File: src/rtl/rdiv_pkg.sv
package rdiv_pkg;

  typedef enum logic [1:0] {
    ST_IDLE  = 2'd0,
    ST_CHECK = 2'd1,
    ST_RUN   = 2'd2,
    ST_DONE  = 2'd3
  } rdiv_state_e;

  typedef enum logic {
    MODE_INT  = 1'b0,
    MODE_FRAC = 1'b1
  } rdiv_mode_e;

endpackage

File: src/rtl/rdiv_ctrl.sv
module rdiv_ctrl
  import rdiv_pkg::*;
#(
  parameter int W = 8
) (
  input  logic                   clk,
  input  logic                   rst_n,
  input  logic                   start_i,
  input  logic                   ovf_hit_i,
  output logic                   load_o,
  output logic                   check_o,
  output logic                   step_o,
  output logic                   busy_o,
  output logic                   done_o,
  output logic [$clog2(W+1)-1:0] cnt_o
);

  localparam int CW = $clog2(W + 1);
  localparam logic [CW-1:0] LAST_STEP = CW'(W - 1);

  rdiv_state_e state_q, state_d;
  logic [CW-1:0] cnt_q, cnt_d;

  assign load_o  = (state_q == ST_IDLE) && start_i;
  assign check_o = (state_q == ST_CHECK);
  assign step_o  = (state_q == ST_RUN);
  assign busy_o  = (state_q != ST_IDLE);
  assign done_o  = (state_q == ST_DONE);
  assign cnt_o   = cnt_q;

  always_comb begin
    state_d = state_q;
    cnt_d   = cnt_q;
    unique case (state_q)
      ST_IDLE: begin
        if (start_i) begin
          state_d = ST_CHECK;
          cnt_d   = '0;
        end
      end
      ST_CHECK: begin
        state_d = ovf_hit_i ? ST_DONE : ST_RUN;
      end
      ST_RUN: begin
        cnt_d = cnt_q + 1'b1;
        if (cnt_q == LAST_STEP) state_d = ST_DONE;
      end
      ST_DONE: begin
        state_d = ST_IDLE;
      end
      default: state_d = ST_IDLE;
    endcase
  end

  always_ff @(posedge clk or negedge rst_n) begin
    if (!rst_n) begin
      state_q <= ST_IDLE;
      cnt_q   <= '0;
    end else begin
      state_q <= state_d;
      cnt_q   <= cnt_d;
    end
  end

  AST_DONE_SINGLE: assert property (@(posedge clk) disable iff (!rst_n)
    done_o |=> !done_o) else $error("done longer than one cycle");

  AST_STEP_BOUND: assert property (@(posedge clk) disable iff (!rst_n)
    step_o |-> (cnt_q < CW'(W))) else $error("step counter beyond W");

  AST_START_TO_BUSY: assert property (@(posedge clk) disable iff (!rst_n)
    (!busy_o && start_i) |=> busy_o) else $error("start not accepted");

endmodule

File: src/rtl/rdiv_datapath.sv
module rdiv_datapath
  import rdiv_pkg::*;
#(
  parameter int W = 8
) (
  input  logic         clk,
  input  logic         rst_n,
  input  logic         load_i,
  input  logic         check_i,
  input  logic         step_i,
  input  logic         done_i,
  input  logic         mode_i,
  input  logic [W-1:0] dividend_i,
  input  logic [W-1:0] divisor_i,
  output logic         ovf_hit_o,
  output logic [W-1:0] quot_o,
  output logic [W-1:0] rem_o,
  output logic [W-1:0] dvsr_o,
  output logic         ovf_o
);

  localparam int SW = W + 2;

  // Trial subtraction over W+1 bits, with one extra bit carrying the sign.
  function automatic logic [SW-1:0] trial_sub(input logic top,
                                               input logic [W-1:0] part,
                                               input logic [W-1:0] dvsr);
    return {1'b0, top, part} - {2'b00, dvsr};
  endfunction

  function automatic logic trial_ok(input logic [SW-1:0] diff);
    return !diff[SW-1];
  endfunction

  logic [W-1:0] hi_q, lo_q, quot_q, dvsr_q;
  logic         ovf_q;
  rdiv_mode_e   mode_q;

  // One restoring step
  logic         shift_out;
  logic [W-1:0] hi_shift, lo_shift;
  logic [SW-1:0] step_diff;
  logic         step_keep;

  assign shift_out = hi_q[W-1];
  assign hi_shift  = {hi_q[W-2:0], lo_q[W-1]};
  assign lo_shift  = {lo_q[W-2:0], 1'b0};
  assign step_diff = trial_sub(shift_out, hi_shift, dvsr_q);
  assign step_keep = trial_ok(step_diff);

  // Pre-iteration overflow detection
  logic [SW-1:0] pre_diff;
  logic          zero_dvsr;
  logic          frac_big;

  assign pre_diff  = trial_sub(1'b0, hi_q, dvsr_q);
  assign zero_dvsr = (dvsr_q == '0);
  assign frac_big  = (mode_q == MODE_FRAC) && trial_ok(pre_diff);
  assign ovf_hit_o = zero_dvsr || frac_big;

  always_ff @(posedge clk or negedge rst_n) begin
    if (!rst_n) begin
      hi_q   <= '0;
      lo_q   <= '0;
      quot_q <= '0;
      dvsr_q <= '0;
      ovf_q  <= 1'b0;
      mode_q <= MODE_INT;
    end else if (load_i) begin
      mode_q <= rdiv_mode_e'(mode_i);
      dvsr_q <= divisor_i;
      quot_q <= '0;
      ovf_q  <= 1'b0;
      if (mode_i == MODE_FRAC) begin
        hi_q <= dividend_i;
        lo_q <= '0;
      end else begin
        hi_q <= '0;
        lo_q <= dividend_i;
      end
    end else if (check_i) begin
      ovf_q <= ovf_hit_o;
    end else if (step_i) begin
      lo_q   <= lo_shift;
      hi_q   <= step_keep ? step_diff[W-1:0] : hi_shift;
      quot_q <= {quot_q[W-2:0], step_keep};
    end
  end

  assign quot_o = quot_q;
  assign rem_o  = hi_q;
  assign dvsr_o = dvsr_q;
  assign ovf_o  = ovf_q;

  AST_REM_BELOW_DIVISOR: assert property (@(posedge clk) disable iff (!rst_n)
    (done_i && !ovf_q) |-> (hi_q < dvsr_q)) else $error("remainder not below divisor");

  AST_ZERO_DIVISOR: assert property (@(posedge clk) disable iff (!rst_n)
    (done_i && (dvsr_q == '0)) |-> ovf_q) else $error("zero divisor without overflow");

  AST_FRAC_OVERFLOW: assert property (@(posedge clk) disable iff (!rst_n)
    (check_i && (mode_q == MODE_FRAC) && (hi_q >= dvsr_q)) |=> ovf_q)
    else $error("fraction overflow missed");

  AST_INT_NO_OVERFLOW: assert property (@(posedge clk) disable iff (!rst_n)
    (done_i && (mode_q == MODE_INT) && (dvsr_q != '0)) |-> !ovf_q)
    else $error("integer run flagged overflow");

endmodule

File: src/rtl/rdiv_top.sv
module rdiv_top
  import rdiv_pkg::*;
#(
  parameter int W = 8
) (
  input  logic         clk,
  input  logic         rst_n,
  input  logic         start_i,
  input  logic         mode_i,
  input  logic [W-1:0] dividend_i,
  input  logic [W-1:0] divisor_i,
  output logic         busy_o,
  output logic         done_o,
  output logic [W-1:0] quotient_o,
  output logic [W-1:0] remainder_o,
  output logic         overflow_o
);

  localparam int CW = $clog2(W + 1);

  logic          load_w, check_w, step_w, ovf_hit_w;
  logic [CW-1:0] cnt_w;
  logic [W-1:0]  dvsr_w;

  rdiv_ctrl #(.W(W)) u_ctrl (
    .clk       (clk),
    .rst_n     (rst_n),
    .start_i   (start_i),
    .ovf_hit_i (ovf_hit_w),
    .load_o    (load_w),
    .check_o   (check_w),
    .step_o    (step_w),
    .busy_o    (busy_o),
    .done_o    (done_o),
    .cnt_o     (cnt_w)
  );

  rdiv_datapath #(.W(W)) u_dp (
    .clk        (clk),
    .rst_n      (rst_n),
    .load_i     (load_w),
    .check_i    (check_w),
    .step_i     (step_w),
    .done_i     (done_o),
    .mode_i     (mode_i),
    .dividend_i (dividend_i),
    .divisor_i  (divisor_i),
    .ovf_hit_o  (ovf_hit_w),
    .quot_o     (quotient_o),
    .rem_o      (remainder_o),
    .dvsr_o     (dvsr_w),
    .ovf_o      (overflow_o)
  );

  AST_FULL_STEPS: assert property (@(posedge clk) disable iff (!rst_n)
    (done_o && !overflow_o) |-> (cnt_w == CW'(W))) else $error("wrong step count");

  AST_OVF_NO_STEPS: assert property (@(posedge clk) disable iff (!rst_n)
    (done_o && overflow_o) |-> (cnt_w == '0)) else $error("overflow run iterated");

  AST_OPERANDS_FROZEN: assert property (@(posedge clk) disable iff (!rst_n)
    busy_o |=> $stable(dvsr_w)) else $error("operand reloaded while busy");

  AST_IDLE_HOLD: assert property (@(posedge clk) disable iff (!rst_n)
    (!busy_o && !start_i) |=> ($stable(quotient_o) && $stable(remainder_o) && $stable(overflow_o)))
    else $error("results changed while idle");

endmodule

File: config.mk
export PLATFORM = sky130hd
export DESIGN_NAME = rdiv_top
export DESIGN_NICKNAME = d
export VERILOG_FILES = /design/src/rtl/rdiv_pkg.sv /design/src/rtl/rdiv_ctrl.sv /design/src/rtl/rdiv_datapath.sv /design/src/rtl/rdiv_top.sv
export SDC_FILE = /design/constraint.sdc
export NUM_CORES = 1
export LEC_CHECK = 0
export ABC_AREA = 1
export CORE_ASPECT_RATIO = 1.75
export CORE_MARGIN = 2
export CORE_UTILIZATION = 42
export CTS_BUF_LIST = sky130_fd_sc_hd__clkbuf_4 sky130_fd_sc_hd__clkbuf_8 sky130_fd_sc_hd__clkbuf_16
export CTS_CLUSTER_SIZE = 12
export DETAILED_ROUTE_END_ITERATION = 7
export PLACE_DENSITY_LB_ADDON = 0.1
export SYNTH_ARGS = -nofsm -noshare
export SYNTH_HDL_FRONTEND = slang
export SYNTH_HIERARCHICAL = 1
export SYNTH_SLANG_ARGS = --single-unit
File: constraint.sdc
create_clock -name clk -period 2.4 [get_ports clk]
set_input_delay 0.72 -clock clk [delete_from_list [all_inputs] [get_ports clk]]
set_output_delay 0.72 -clock clk [all_outputs]
set_load 0.03 [all_outputs]
Word-level counts from Yosys, hierarchy flattened
Cells that the tools add are included.
{"block": "word_totals", "wordCells": 52, "out_inout_bits": 19, "inputBits": 20, "regBits": 40}
{"block": "classes", "muxes": 20, "eq_ne": 7, "n_reduce_logical": 14, "n_addsub": 3}
{"op": "$mux 8", "n": 12}
{"op": "$sub 9x8->10", "n": 1}
{"op": "$sub 8x8->9", "n": 1}
{"op": "$logic_not 8->1", "n": 1}
{"op": "$pmux 2 s4", "n": 1}
{"op": "$pmux 4 s2", "n": 1}
{"op": "$reduce_bool 2->1", "n": 4}
{"op": "$reduce_and 2->1", "n": 3}
{"op": "$add 4x1->4 const B", "n": 1}
{"op": "$eq 2x2->1 const B", "n": 2}
{"op": "$eq 4x3->1 const B", "n": 1}
{"op": "$mux 2", "n": 2}
{"op": "$mux 4", "n": 1}
{"op": "$ne 2x2->1 const B", "n": 2}
{"op": "$mux 1", "n": 3}
{"op": "$eq 2x1->1 const B", "n": 1}
{"op": "$logic_and 1x1->1", "n": 2}
{"op": "$logic_not 1->1", "n": 2}
{"op": "$logic_not 2->1", "n": 1}
{"op": "$ne 2x1->1 const B", "n": 1}
{"op": "$logic_or 1x1->1", "n": 1}

Depth between registers and ports, before layout
{"block": "logic_depth", "word_depth": 6, "ltp_mapped": 14}

Modules after synthesis
Netlist, hierarchy kept.
{"module": "rdiv_datapath", "cells_per_inst": 271, "n_inst": 1, "area_each_um2": 2097.0, "seq_area_each_um2": 850.8}
{"module": "rdiv_ctrl", "cells_per_inst": 49, "n_inst": 1, "area_each_um2": 386.6, "seq_area_each_um2": 150.1}

Least setup slack after synthesis
Ideal clock, no wire load.
{"block": "synth_path", "path_type": "input-to-reg", "start": "input port start_i", "end": "register u_dp.hi_q[2] (netlist: u_dp/rem_o[2])", "arrival_ns": 1.686, "setup_time_ns": 0.124, "cell_stages": 8, "required_time_ns": 2.276, "path_buffers": 2, "slack_ns": 0.590, "path_cell_list": "nand2_1 > inv_1 > buf_2 > a21oi_1 > inv_1 > clkbuf_1 > o21ai_0 > o21bai_1"}
{"block": "synth_via", "elab_chain_cells": 3, "elab_cells_between_ends": 5}
{"element": "start, declared", "line": "rdiv_top.sv:8", "rtl": "input logic start_i,"}
{"element": "$logic_and 1x1->1 (*)", "line": "rdiv_ctrl.sv:24", "rtl": "assign load_o = (state_q == ST_IDLE) && start_i;"}
{"element": "via load_w", "line": "rdiv_top.sv:21", "rtl": "logic load_w, check_w, step_w, ovf_hit_w;"}
{"element": "$ne 2x2->1 (no line) / $reduce_bool 2->1 (equally long branches)"}
{"element": "$reduce_and 2->1 (no line)"}
{"element": "end signal, assigned", "line": "rdiv_datapath.sv:75", "rtl": "hi_q <= dividend_i;"}
{"element": "end signal, assigned", "line": "rdiv_datapath.sv:85", "rtl": "hi_q <= step_keep ? step_diff[W-1:0] : hi_shift;"}
{"element": "end, declared", "line": "rdiv_datapath.sv:35", "rtl": "logic [W-1:0] hi_q, lo_q, quot_q, dvsr_q;"}
The timed path passes the listed nets; every way through them passes the cells marked *.
A chain may end at the register's enable or synchronous reset.

Final worst setup path
{"block": "layout_path", "start": "register u_ctrl.state_q[0]", "end": "output port busy_o"}
{"block": "layout_via", "elab_chain_cells": 1}
{"element": "start, declared", "line": "rdiv_ctrl.sv:21", "rtl": "rdiv_state_e state_q, state_d;"}
{"element": "start signal, assigned", "line": "rdiv_ctrl.sv:60", "rtl": "state_q <= state_d;"}
{"element": "$reduce_bool 2->1", "line": "rdiv_ctrl.sv:27", "rtl": "assign busy_o = (state_q != ST_IDLE);"}
{"element": "end, declared", "line": "rdiv_top.sv:12", "rtl": "output logic busy_o,"}
Every way passes these cells.

==> key figures <==
Timing
  • Final WS setup: 0.119 ns
  • Final setup vio count: 0
  • Fmax: 438 MHz
  • Fin crit share: 0.951
  • Final Hold Viols: 0
  • Tmin final: 2.28 ns
  • Clock skew: about 0.0018 ns
  • Worst rel slew slack: 0.489
  • Slew @ Worst Pin: between 0.7 and 0.8 ns
  • Unrepaired setup endpoints after global routing: false
  • Slew Viols, Final: 0

Power
  • Psw: around 2.3 mW
  • P_leak: around 1.5 nW
  • Clock network power share: 0.093
  • Sequential share of power: 0.256
  • Switch share: 0.495
  • Total Power: 4.70 mW
  • Max VDD drop: around 0.59 mV
  • Comb power frac: 0.651
  • Internal Power: around 2.4 mW
  • Pwr/cell area: about 1500 mW/mm^2

Synthesis
  • EDFF count, synth: 0
  • Synthesized area per cell: just under 8 um^2
  • Mapped Cells: between 300 and 400
  • Post-synthesis mux area share: 0
  • Top cell type by total area after synthesis: dfrtp_1
  • Post-synthesis simple-gate area fraction: 0.242
  • Main combinational cell family by area after synthesis: simple AND/OR/NAND/NOR gates
  • Synth warnings: 6
  • Synth Area in XOR/XNOR: 0.00353
  • Synth Register Bits: 40
  • Area share of fa/ha/maj cells after synthesis: 0.109
  • Top area cells in the synthesized netlist: dfrtp_1, nand2_1, ha_1, inv_1, a21oi_1
  • Main synth FF type: dfrtp_1
  • Sequential fraction of the synthesis area: 0.403
  • Synth cell count leaders: nand2_1, inv_1, dfrtp_1
  • Fraction of registers with async set/reset: 1.00
  • Top-count cell post-synth: nand2_1
  • Yosys cell types: 35
  • Share of the synthesized area in the top cell type: 0.403
  • Fraction of the mapped netlist area in compound gates: 0.146
  • Synth Cell Area: 0.00248 mm^2
  • Syn nets: about 360

Route
  • Routed WL: a little under 6000 um
  • Initial drt markers: just over 80
  • DRC: 0
  • DR WL/cell: ~13 um
  • Drt pass-1 iters: 4
  • Vias per cell: between 5 and 6
  • Detail Route Antenna Nets: 0
  • Via count: 2,247

Floorplan
  • Die X: about 62 um
  • Die area: 0.00657 mm^2
  • IO Pins: 39
  • Initial core utilization: 0.429
  • Num rows: 37
  • Core area: a little under 0.006 mm^2
  • Die H: approximately 110 um

Clock network
  • Bufs on Longest Clock Path: 2
  • Total CTS buffers: 5
  • Root buf cell: clkbuf_8
  • Hold buffers post-CTS: 0
  • Setup bufs post-CTS: 0
  • H-tree depth: 2
  • Clock sinks: 40
  • Worst-skew pair later-pin latency: around 0.30 ns
  • Clock-pin transition on the worst setup and hold timing paths: 0.07 ns
  • TritonCTS clock tree: yes

Status
  • Status: finished clean

Layout
  • Core Util, Final: 0.529
  • Non-filler cells, final: 444
  • Register Area: roughly 0.001 mm^2
  • Area of the multi-input gates: 0.00124 mm^2
  • Layout area overhead: 23.2%
  • Layout cells sized above 1: 0.0792
  • Fillers: approximately 570
  • Antenna diodes: 0
  • Finished layout cell area: 0.00306 mm^2
  • Layout Nets: slightly above 400

Placed design
  • Final GP Congestion: approximately 0.84
  • Post-placement cell area: 0.00298 mm^2
  • Placed cells: between 400 and 500
  • Setup Slack @ Placement: -0.0737 ns
  • DP HPWL: between 4000 and 5000 um
  • Port-buffer cells: 38

Setup path
  • Worst Setup EP: busy_o
  • Worst reg2reg path depth: 8
  • Type of origin of the critical path: flip-flop
  • Reg2reg setup slack: between 0.3 and 0.4 ns
  • Critical R2R Launch: u_ctrl/state_q[0]$_DFFE_PN0P_
  • CP arrival: around 1.6 ns
  • Critical Path RT: ~1.7 ns
  • Reg-to-Reg End: u_dp/lo_q[2]$_DFFE_PN0P_
  • Critical path class: flip-flop to output port
  • CP endpoint kind: output port
  • CP startpoint: u_ctrl/state_q[0]$_DFFE_PN0P_
  • Worst Path Max Fanout: 5

Global route
  • Largest net degree at the start of global routing: 34
  • Global-route wire length before repair: approximately 10,000 um
  • GRT overflow: 0
  • Antenna violations before repair: 0
  • Tot GR Track Use: 0.196
  • Vias in the first global route: between 2,000 and 2,500

Flow run
  • Max-cap check violation count: 0

Min path
  • Worst hold path class: flip-flop to flip-flop
[worst min path at each step]
stage	from	cells after the start	slack, ns	end
after CTS	u_dp/mode_q$_DFFE_PN0P_	2	0.48	u_dp/mode_q$_DFFE_PN0P_
after global routing	u_dp/mode_q$_DFFE_PN0P_	2	0.52	u_dp/mode_q$_DFFE_PN0P_
after global placement	u_dp/mode_q$_DFFE_PN0P_	2	0.46	u_dp/mode_q$_DFFE_PN0P_
final	u_dp/mode_q$_DFFE_PN0P_	2	0.48	u_dp/mode_q$_DFFE_PN0P_
after detailed placement	u_dp/mode_q$_DFFE_PN0P_	2	0.46	u_dp/mode_q$_DFFE_PN0P_
after floorplan	rst_n	0	0.42	u_ctrl/cnt_o[0]$_DFFE_PN0P_
[through the flow]
step | hold WS, ns | setup TNS (ns)
after floorplan | 0.424 | 0
after global placement | 0.460 | -0.109
after detailed placement | 0.462 | -0.846
after CTS | 0.481 | 0
after global routing | 0.517 | 0
final | 0.477 | 0
[layout by cell type, fill, tap and decap left out, drive strengths merged, types with 4 or more instances in the layout]
master | netlist | routed
clkdlybuf4s50 | 0 | 36
o22ai | 6 | 6
dfrtp | 40 | 40
o21ai | 21 | 21
buf | 4 | 9
o221ai | 5 | 5
a21oi | 22 | 22
nand3 | 23 | 23
nand2 | 83 | 83
ha | 20 | 20
nand4 | 5 | 5
nor2 | 17 | 17
or2 | 4 | 4
inv | 53 | 53
clkbuf | 3 | 6
[worst max-delay path: stages, from the launching register on]
cell and delay (ns):
dfrtp_1 0.43, inv_1 0.10, ha_1 0.25, inv_2 0.09, dlygate4sd2_1 0.39
[power by group through the flow]
stage                     registers (mW)  logic (mW)  clock network, mW
after floorplan                     1.38        2.04                  0
after global placement              1.22        3.02                  0
after detailed placement            1.22        3.08                  0
after CTS                           1.21        3.08              0.455
after global routing                1.25        3.50              0.491
final                               1.21        3.06              0.437
[per-layer routing]
layer	wire [um]	part of all wire	vias to the layer above	track usage
met1	2240	0.39	1042	0.218
li1	-	-	1138	-
met4	284	0.049	0	0.129
met3	186	0.032	19	0.0374
met2	3060	0.53	48	0.339
met5	0	0	-	0
[registers in the layout (all words and copies together) (netlist names)]
signal          count
u_dp/lo_q           8
u_dp/dvsr_o         8
u_dp/rem_o          8
u_dp/ovf_o          1
u_ctrl/state_q      2
u_dp/mode_q         1
u_dp/quot_o         8
u_ctrl/cnt_o        4
[area by class of cell]
class                           instances  share of cell area
Multi-Input combinational cell        219               0.406
Sequential cell                        40               0.327
Timing Repair Buffer                   46               0.142
Inverter                               54              0.0663
Tap cell                               78              0.0319
Clock buffer                            6              0.0249
Clock inverter                          1             0.00164
[cell families (layout without fill, tap and decap cells)]
| logic type | Yosys count | after routing |
|---|---|---|
| AND/OR/NAND/NOR | 137 | 137 |
| buffers and inverters | 61 | 107 |
| flip-flops | 40 | 40 |
| AO/OA/AOI/OAI | 60 | 60 |
| XOR/XNOR | 1 | 1 |
| adder cells (fa/ha/maj) | 21 | 21 |
[timing repair]
action	CTS	global route
endpoints found under the setup margin	1	0
hold endpoints to repair	0	0
resized for setup	1	0
Note: power is estimated with default switching activity, not from simulation.
